## config.mk

```make
export PLATFORM = sky130hd
export DESIGN_NAME = blk_xfer_seq
export DESIGN_NICKNAME = d
export VERILOG_FILES = /design/src/rtl/xfer_pkg.sv /design/src/rtl/xfer_popcount.sv /design/src/rtl/xfer_addr_calc.sv /design/src/rtl/xfer_lowest.sv /design/src/rtl/blk_xfer_seq.sv
export SDC_FILE = /design/constraint.sdc
export NUM_CORES = 1
export LEC_CHECK = 0
export ABC_AREA = 1
export BUFFER_PORTS_ARGS = -buffer_cell sky130_fd_sc_hd__buf_2
export CORE_MARGIN = 2
export CORE_UTILIZATION = 35
export DETAILED_ROUTE_END_ITERATION = 10
export PLACE_DENSITY = 0.6
export SYNTH_ARGS = -nofsm -noshare
export SYNTH_HDL_FRONTEND = slang
export SYNTH_SLANG_ARGS = --single-unit
export TNS_END_PERCENT = 1
```

## constraint.sdc

```tcl
create_clock -name clk -period 5.64 [get_ports clk]
set_input_delay 0.564 -clock clk [delete_from_list [all_inputs] [get_ports clk]]
set_output_delay 0.564 -clock clk [all_outputs]
set_load 0.05 [all_outputs]
```

## src/rtl/xfer_pkg.sv

```systemverilog
package xfer_pkg;
    typedef enum logic [2:0] {
        ST_IDLE,
        ST_PRE_WB,
        ST_XFER,
        ST_IDLE_CYC,
        ST_POST_WB,
        ST_DONE
    } xfer_state_e;
endpackage

```

## src/rtl/xfer_popcount.sv

```systemverilog
module xfer_popcount #(
    parameter int NREG = 16,
    localparam int CW = $clog2(NREG + 1)
) (
    input  logic [NREG-1:0] vec,
    output logic [CW-1:0]   count
);
    logic [CW-1:0] part [NREG+1];

    assign part[0] = '0;
    for (genvar i = 0; i < NREG; i++) begin : g_sum
        assign part[i+1] = part[i] + {{(CW-1){1'b0}}, vec[i]};
    end
    assign count = part[NREG];
endmodule

```

## src/rtl/xfer_addr_calc.sv

```systemverilog
module xfer_addr_calc #(
    parameter int AW         = 32,
    parameter int CW         = 5,
    parameter int WORD_BYTES = 4
) (
    input  logic [AW-1:0] base,
    input  logic [CW-1:0] count,
    input  logic          pre_idx,
    input  logic          up_dir,
    output logic [AW-1:0] start_addr,
    output logic [AW-1:0] wb_addr
);
    localparam logic [AW-1:0] WORD = AW'(WORD_BYTES);

    logic [AW-1:0] span;

    always_comb begin
        span = AW'(count) * WORD;
        case ({pre_idx, up_dir})
            2'b01:   start_addr = base;
            2'b11:   start_addr = base + WORD;
            2'b10:   start_addr = base - span;
            default: start_addr = base - span + WORD;
        endcase
        wb_addr = up_dir ? base + span : base - span;
    end
endmodule

```

## src/rtl/xfer_lowest.sv

```systemverilog
module xfer_lowest #(
    parameter int NREG = 16,
    localparam int IW = $clog2(NREG)
) (
    input  logic [NREG-1:0] vec,
    output logic [IW-1:0]   idx,
    output logic [NREG-1:0] rest
);
    logic [NREG-1:0] onehot;

    always_comb begin
        onehot = vec & (~vec + NREG'(1));
        rest   = vec & ~onehot;
        idx    = '0;
        for (int i = 0; i < NREG; i++) begin
            if (onehot[i]) idx = idx | IW'(i);
        end
    end
endmodule

```

## src/rtl/blk_xfer_seq.sv

```systemverilog
module blk_xfer_seq
    import xfer_pkg::*;
#(
    parameter int NREG       = 16,
    parameter int AW         = 32,
    parameter int WORD_BYTES = 4,
    localparam int IW = $clog2(NREG)
) (
    input  logic            clk,
    input  logic            rst_n,
    input  logic            start,
    input  logic [NREG-1:0] reg_mask,
    input  logic [AW-1:0]   base,
    input  logic            pre_idx,
    input  logic            up_dir,
    input  logic            wb_en,
    input  logic            s_bit,
    input  logic            is_load,
    input  logic            usr_or_sys,
    input  logic            bus_ack,
    output logic            busy,
    output logic            done,
    output logic            bus_req,
    output logic [AW-1:0]   bus_addr,
    output logic            bus_seq,
    output logic            bus_write,
    output logic [IW-1:0]   bus_reg_idx,
    output logic            wb_valid,
    output logic [AW-1:0]   wb_value,
    output logic            user_bank,
    output logic            status_restore,
    output logic            idle_cycle,
    output logic            fetch_nseq
);
    localparam int CW = $clog2(NREG + 1);
    localparam logic [AW-1:0] WORD = AW'(WORD_BYTES);

    typedef struct packed {
        xfer_state_e     state;
        logic [NREG-1:0] mask;
        logic [AW-1:0]   addr;
        logic [AW-1:0]   wb_addr;
        logic            first;
        logic            load;
        logic            wb;
        logic            ubank;
        logic            restore;
    } seq_regs_t;

    seq_regs_t q, d;

    logic [CW-1:0]   mask_cnt;
    logic [AW-1:0]   calc_start;
    logic [AW-1:0]   calc_wb;
    logic [IW-1:0]   cur_idx;
    logic [NREG-1:0] mask_rest;

    xfer_popcount #(.NREG(NREG)) u_pop (
        .vec   (reg_mask),
        .count (mask_cnt)
    );

    xfer_addr_calc #(.AW(AW), .CW(CW), .WORD_BYTES(WORD_BYTES)) u_addr (
        .base       (base),
        .count      (mask_cnt),
        .pre_idx    (pre_idx),
        .up_dir     (up_dir),
        .start_addr (calc_start),
        .wb_addr    (calc_wb)
    );

    xfer_lowest #(.NREG(NREG)) u_low (
        .vec  (q.mask),
        .idx  (cur_idx),
        .rest (mask_rest)
    );

    always_comb begin
        d = q;
        case (q.state)
            ST_IDLE: begin
                if (start) begin
                    d.mask    = reg_mask;
                    d.addr    = calc_start;
                    d.wb_addr = calc_wb;
                    d.first   = 1'b1;
                    d.load    = is_load;
                    d.wb      = wb_en;
                    d.ubank   = s_bit & (~is_load | ~reg_mask[NREG-1]);
                    d.restore = s_bit & is_load & reg_mask[NREG-1] & ~usr_or_sys;
                    if (reg_mask == '0)
                        d.state = ST_DONE;
                    else if (is_load && wb_en)
                        d.state = ST_PRE_WB;
                    else
                        d.state = ST_XFER;
                end
            end
            ST_PRE_WB: d.state = ST_XFER;
            ST_XFER: begin
                if (bus_ack) begin
                    d.mask  = mask_rest;
                    d.addr  = q.addr + WORD;
                    d.first = 1'b0;
                    if (mask_rest == '0) begin
                        if (q.load)
                            d.state = ST_IDLE_CYC;
                        else if (q.wb)
                            d.state = ST_POST_WB;
                        else
                            d.state = ST_DONE;
                    end
                end
            end
            ST_IDLE_CYC: d.state = ST_DONE;
            ST_POST_WB:  d.state = ST_DONE;
            ST_DONE:     d.state = ST_IDLE;
            default:     d.state = ST_IDLE;
        endcase
    end

    always_ff @(posedge clk) begin
        if (!rst_n) begin
            q.state   <= ST_IDLE;
            q.mask    <= '0;
            q.addr    <= '0;
            q.wb_addr <= '0;
            q.first   <= 1'b1;
            q.load    <= 1'b0;
            q.wb      <= 1'b0;
            q.ubank   <= 1'b0;
            q.restore <= 1'b0;
        end else begin
            q <= d;
        end
    end

    assign busy           = (q.state == ST_PRE_WB) || (q.state == ST_XFER) ||
                            (q.state == ST_IDLE_CYC) || (q.state == ST_POST_WB);
    assign done           = (q.state == ST_DONE);
    assign bus_req        = (q.state == ST_XFER);
    assign bus_addr       = q.addr;
    assign bus_seq        = ~q.first;
    assign bus_write      = ~q.load;
    assign bus_reg_idx    = cur_idx;
    assign wb_valid       = (q.state == ST_PRE_WB) || (q.state == ST_POST_WB);
    assign wb_value       = q.wb_addr;
    assign user_bank      = busy & q.ubank;
    assign idle_cycle     = (q.state == ST_IDLE_CYC);
    assign status_restore = (q.state == ST_IDLE_CYC) & q.restore;
    assign fetch_nseq     = (q.state == ST_DONE) & ~q.load & ~q.first;
endmodule

```

==> impl_metrics.toml <==
[logic_synthesis]
syn_avg_cell_area_um2 = 6.13
async_flop_share = 0
ys_types = 57
synth-edff-count = 0
ys.flop_type = "dfxtp_1"
syn-num-nets = 1645
ys_seq_area_frac = 0.185
yosys_warnings = 0
syn_inst = 1552
ys_seq_elements = 88
netlist_area_mm2 = 0.00951

[grt]
antenna_found_initial = 0
grt_pass1_vias = 10128
grt_pass1_wl_mm = 55.1
grtUsageTotal = 0.245
grt_max_degree = 56
gr-total-overflow = 0

[clock_network]
cts.htree.levels = 3
cts_root_buffer = "clkbuf_16"
cts_buffers = 9
cts.reportedPaths.clkPinSlew_ns = 0.08
clock_latency_ns = 0.37
cts.sinks = 88
clk_path_buf_depth = 2
cts_tree = "built"
cts_hold_buf = 0

[pwr]
p_sw_mw = 3.42
intPower_mw = 2.52
p_leak_nw = 5.32
p_clk_frac = 0.109
total_power_mw = 5.94
ir_drop_v = 0.000269
cellPowerDensity_mw_per_mm2 = 526
combPwrFrac = 0.697
p_sw_frac = 0.576
power_frac_seq = 0.195

[sta]
fin_crit_ns = 5.77
tightest_slew_ns = 1.15
relSlewSlack = 0.228
clock_skew_ns = 0.0135
finalCritPeriodShare = 1.02
setup_viol = 14
fmax_ghz = 0.173
finalHoldViolCount = 0
setup_ws_ns = -0.126
rsz0062_at_grt = "true"
maxSlewViolCount = 0

[final_layout]
antenna_cells = 0
fin_area_mm2 = 0.0113
final_common_cell = "nand2_1"
mostFrequentLayoutCells = "345 x nand2_1, 183 x inv_1, 135 x buf_2"
nets = 1789
drive_above_1_share = 0.242
area_growth_syn_to_layout_pct = 18.7

[routing]
drt_iter0_drc = 921
vias = 10753
drt-vias-per-instance = 5.27
antenna_left = 0
routedWlPerCell_um = 17.3
drtPass1Iterations = 5
wl_mm = 35.3
drc = 0

[floorplan]
start_util = 0.355
io-pin-count = 136
core_mm2 = 0.0268
die_h_um = 169
die-area_mm2 = 0.0285
rows = 60
die_w_um = 169

[critical_path]
reg2reg_depth = 7
ff2ff_setup_slack_ns = 1.55
worstSetupStartpointType = "input port"
r2r-start = "q[85]"
cp-startpoint = "reg_mask[7]"
worstPathMaxFanout = 5
crit_arrival_ns = 6.01
cp-end-kind = "flip-flop"
required_ns = 5.88
r2r-end = "q[74]"
criticalPathCategory = "input port to flip-flop"

[placement]
port_buffers = 135
hpwlAfterDp_mm = 27.0
postPlaceCellArea_mm2 = 0.0108
gp_congestion = 0.913

[hold_path]
holdPathEnd = "wb_value[1]"
min_path_type = "flip-flop to flip-flop"
holdPathStages = 2
hp-start = "wb_value[1]"

[status]
violations = "setup timing"
status = "complete, but fails checks"

[job]
cap_violations = 0
## flip-flops by register name (all words and copies together), names as in the netlist
signal	flops
q	24
wb_value	32
bus_addr	32
## Yosys cell counts, drive strengths merged, types with 4 or more instances
| master | number | area [um2] |
|---|---|---|
| o21a | 5 | 37.5 |
| o21ai | 113 | 577 |
| inv | 197 | 742 |
| a211oi | 4 | 30.0 |
| nand4 | 27 | 169 |
| nand2 | 372 | 1460 |
| and2 | 4 | 25.0 |
| nor3 | 22 | 115 |
| a32o | 5 | 50.1 |
| dfxtp | 88 | 1760 |
| nor2 | 162 | 803 |
| fa | 12 | 240 |
| clkbuf | 40 | 150 |
| o22ai | 7 | 43.8 |
| xnor2 | 5 | 43.8 |
| xor2 | 23 | 201 |
| nand3 | 135 | 771 |
| buf | 90 | 649 |
| o221ai | 15 | 131 |
| a21oi | 125 | 644 |
| ha | 23 | 288 |
| or2 | 8 | 50.1 |
| o211ai | 15 | 113 |
| a31oi | 11 | 68.8 |
| a221oi | 10 | 87.6 |
| nor4 | 6 | 37.5 |
## routing by layer
metal,vias up,global-route usage,wire length (um)
met2,323,0.440,17700
met5,-,0,0
li1,5362,-,-
met4,0,0.0738,869
met3,48,0.0262,1560
met1,5020,0.308,15100
## power groups by stage
stage | clock, mW | combinational (mW) | sequential (mW)
6_report | 0.645 | 4.14 | 1.15
5_1_grt | 0.686 | 4.52 | 1.20
4_1_cts | 0.656 | 4.04 | 1.15
3_5_place_dp | 0 | 3.99 | 1.17
3_3_place_gp | 0 | 3.96 | 1.16
2_1_floorplan | 0 | 3.13 | 1.08
## how the worst max path moves through the flow
stage | end | slack (ns)
global route | bus_addr[30] | -0.38
CTS | bus_addr[24] | -0.07
detailed placement | bus_addr[29] | -0.60
global placement | bus_addr[24] | -0.47
finish | bus_addr[18] | -0.13
floorplan | bus_addr[30] | -0.03
## cell families (layout without fill, tap and decap cells)
group / count (synthesis) / in the layout / share of synthesized area
xor+xnor: 28 / 28 / 0.0258
simple gates: 743 / 743 / 0.367
compound gates: 328 / 328 / 0.204
flops: 88 / 88 / 0.185
buf+inv: 330 / 479 / 0.163
fa+ha+maj: 35 / 35 / 0.0555
## stage by stage
step                setup TNS [ns]   util  setup slack (ns)  std cells  hold slack [ns]
floorplan                  -0.0767      -           -0.0306       1552            0.420
global placement            -12.78  0.402            -0.467       2023            0.425
detailed placement          -17.18  0.402            -0.598       2023            0.429
CTS                         -0.613  0.416           -0.0697       2040            0.433
global route                 -6.62  0.421            -0.378       2042            0.439
finish                      -0.583  0.421            -0.126       2042            0.444
## repair_timing
action / CTS / global route
endpoints found under the setup margin: 26 / 38
pin swaps: 5 / 9
resized for setup: 13 / 36
setup buffers: 1 / 2
## final cells by class
class / instances / area [um2]
fillers: 2886 / 15500
well taps: 341 / 427
multi-input cells: 1134 / 6400
flip-flops and latches: 88 / 1760
repair buffers: 263 / 1650
clock inverters: 7 / 75.1
clock buffers: 9 / 225
inverters: 200 / 753
## critical path, cell delays in order
cell	delay (ns)
buf_2	0.12
fa_1	0.54
inv_1	0.06
fa_1	0.51
fa_1	0.54
fa_1	0.43
fa_2	0.37
fa_2	0.56
inv_2	0.05
fa_2	0.44
o21ai_2	0.18
ha_1	0.17
inv_1	0.06
a21oi_2	0.13
nand3_2	0.14
nor2_4	0.13
nand3_2	0.10
nor2_4	0.18
nand3_4	0.16
buf_4	0.18
a21oi_1	0.10
o21ai_1	0.09
nand3_1	0.12
a21oi_1	0.08
Power figures use the tool's default switching activity.
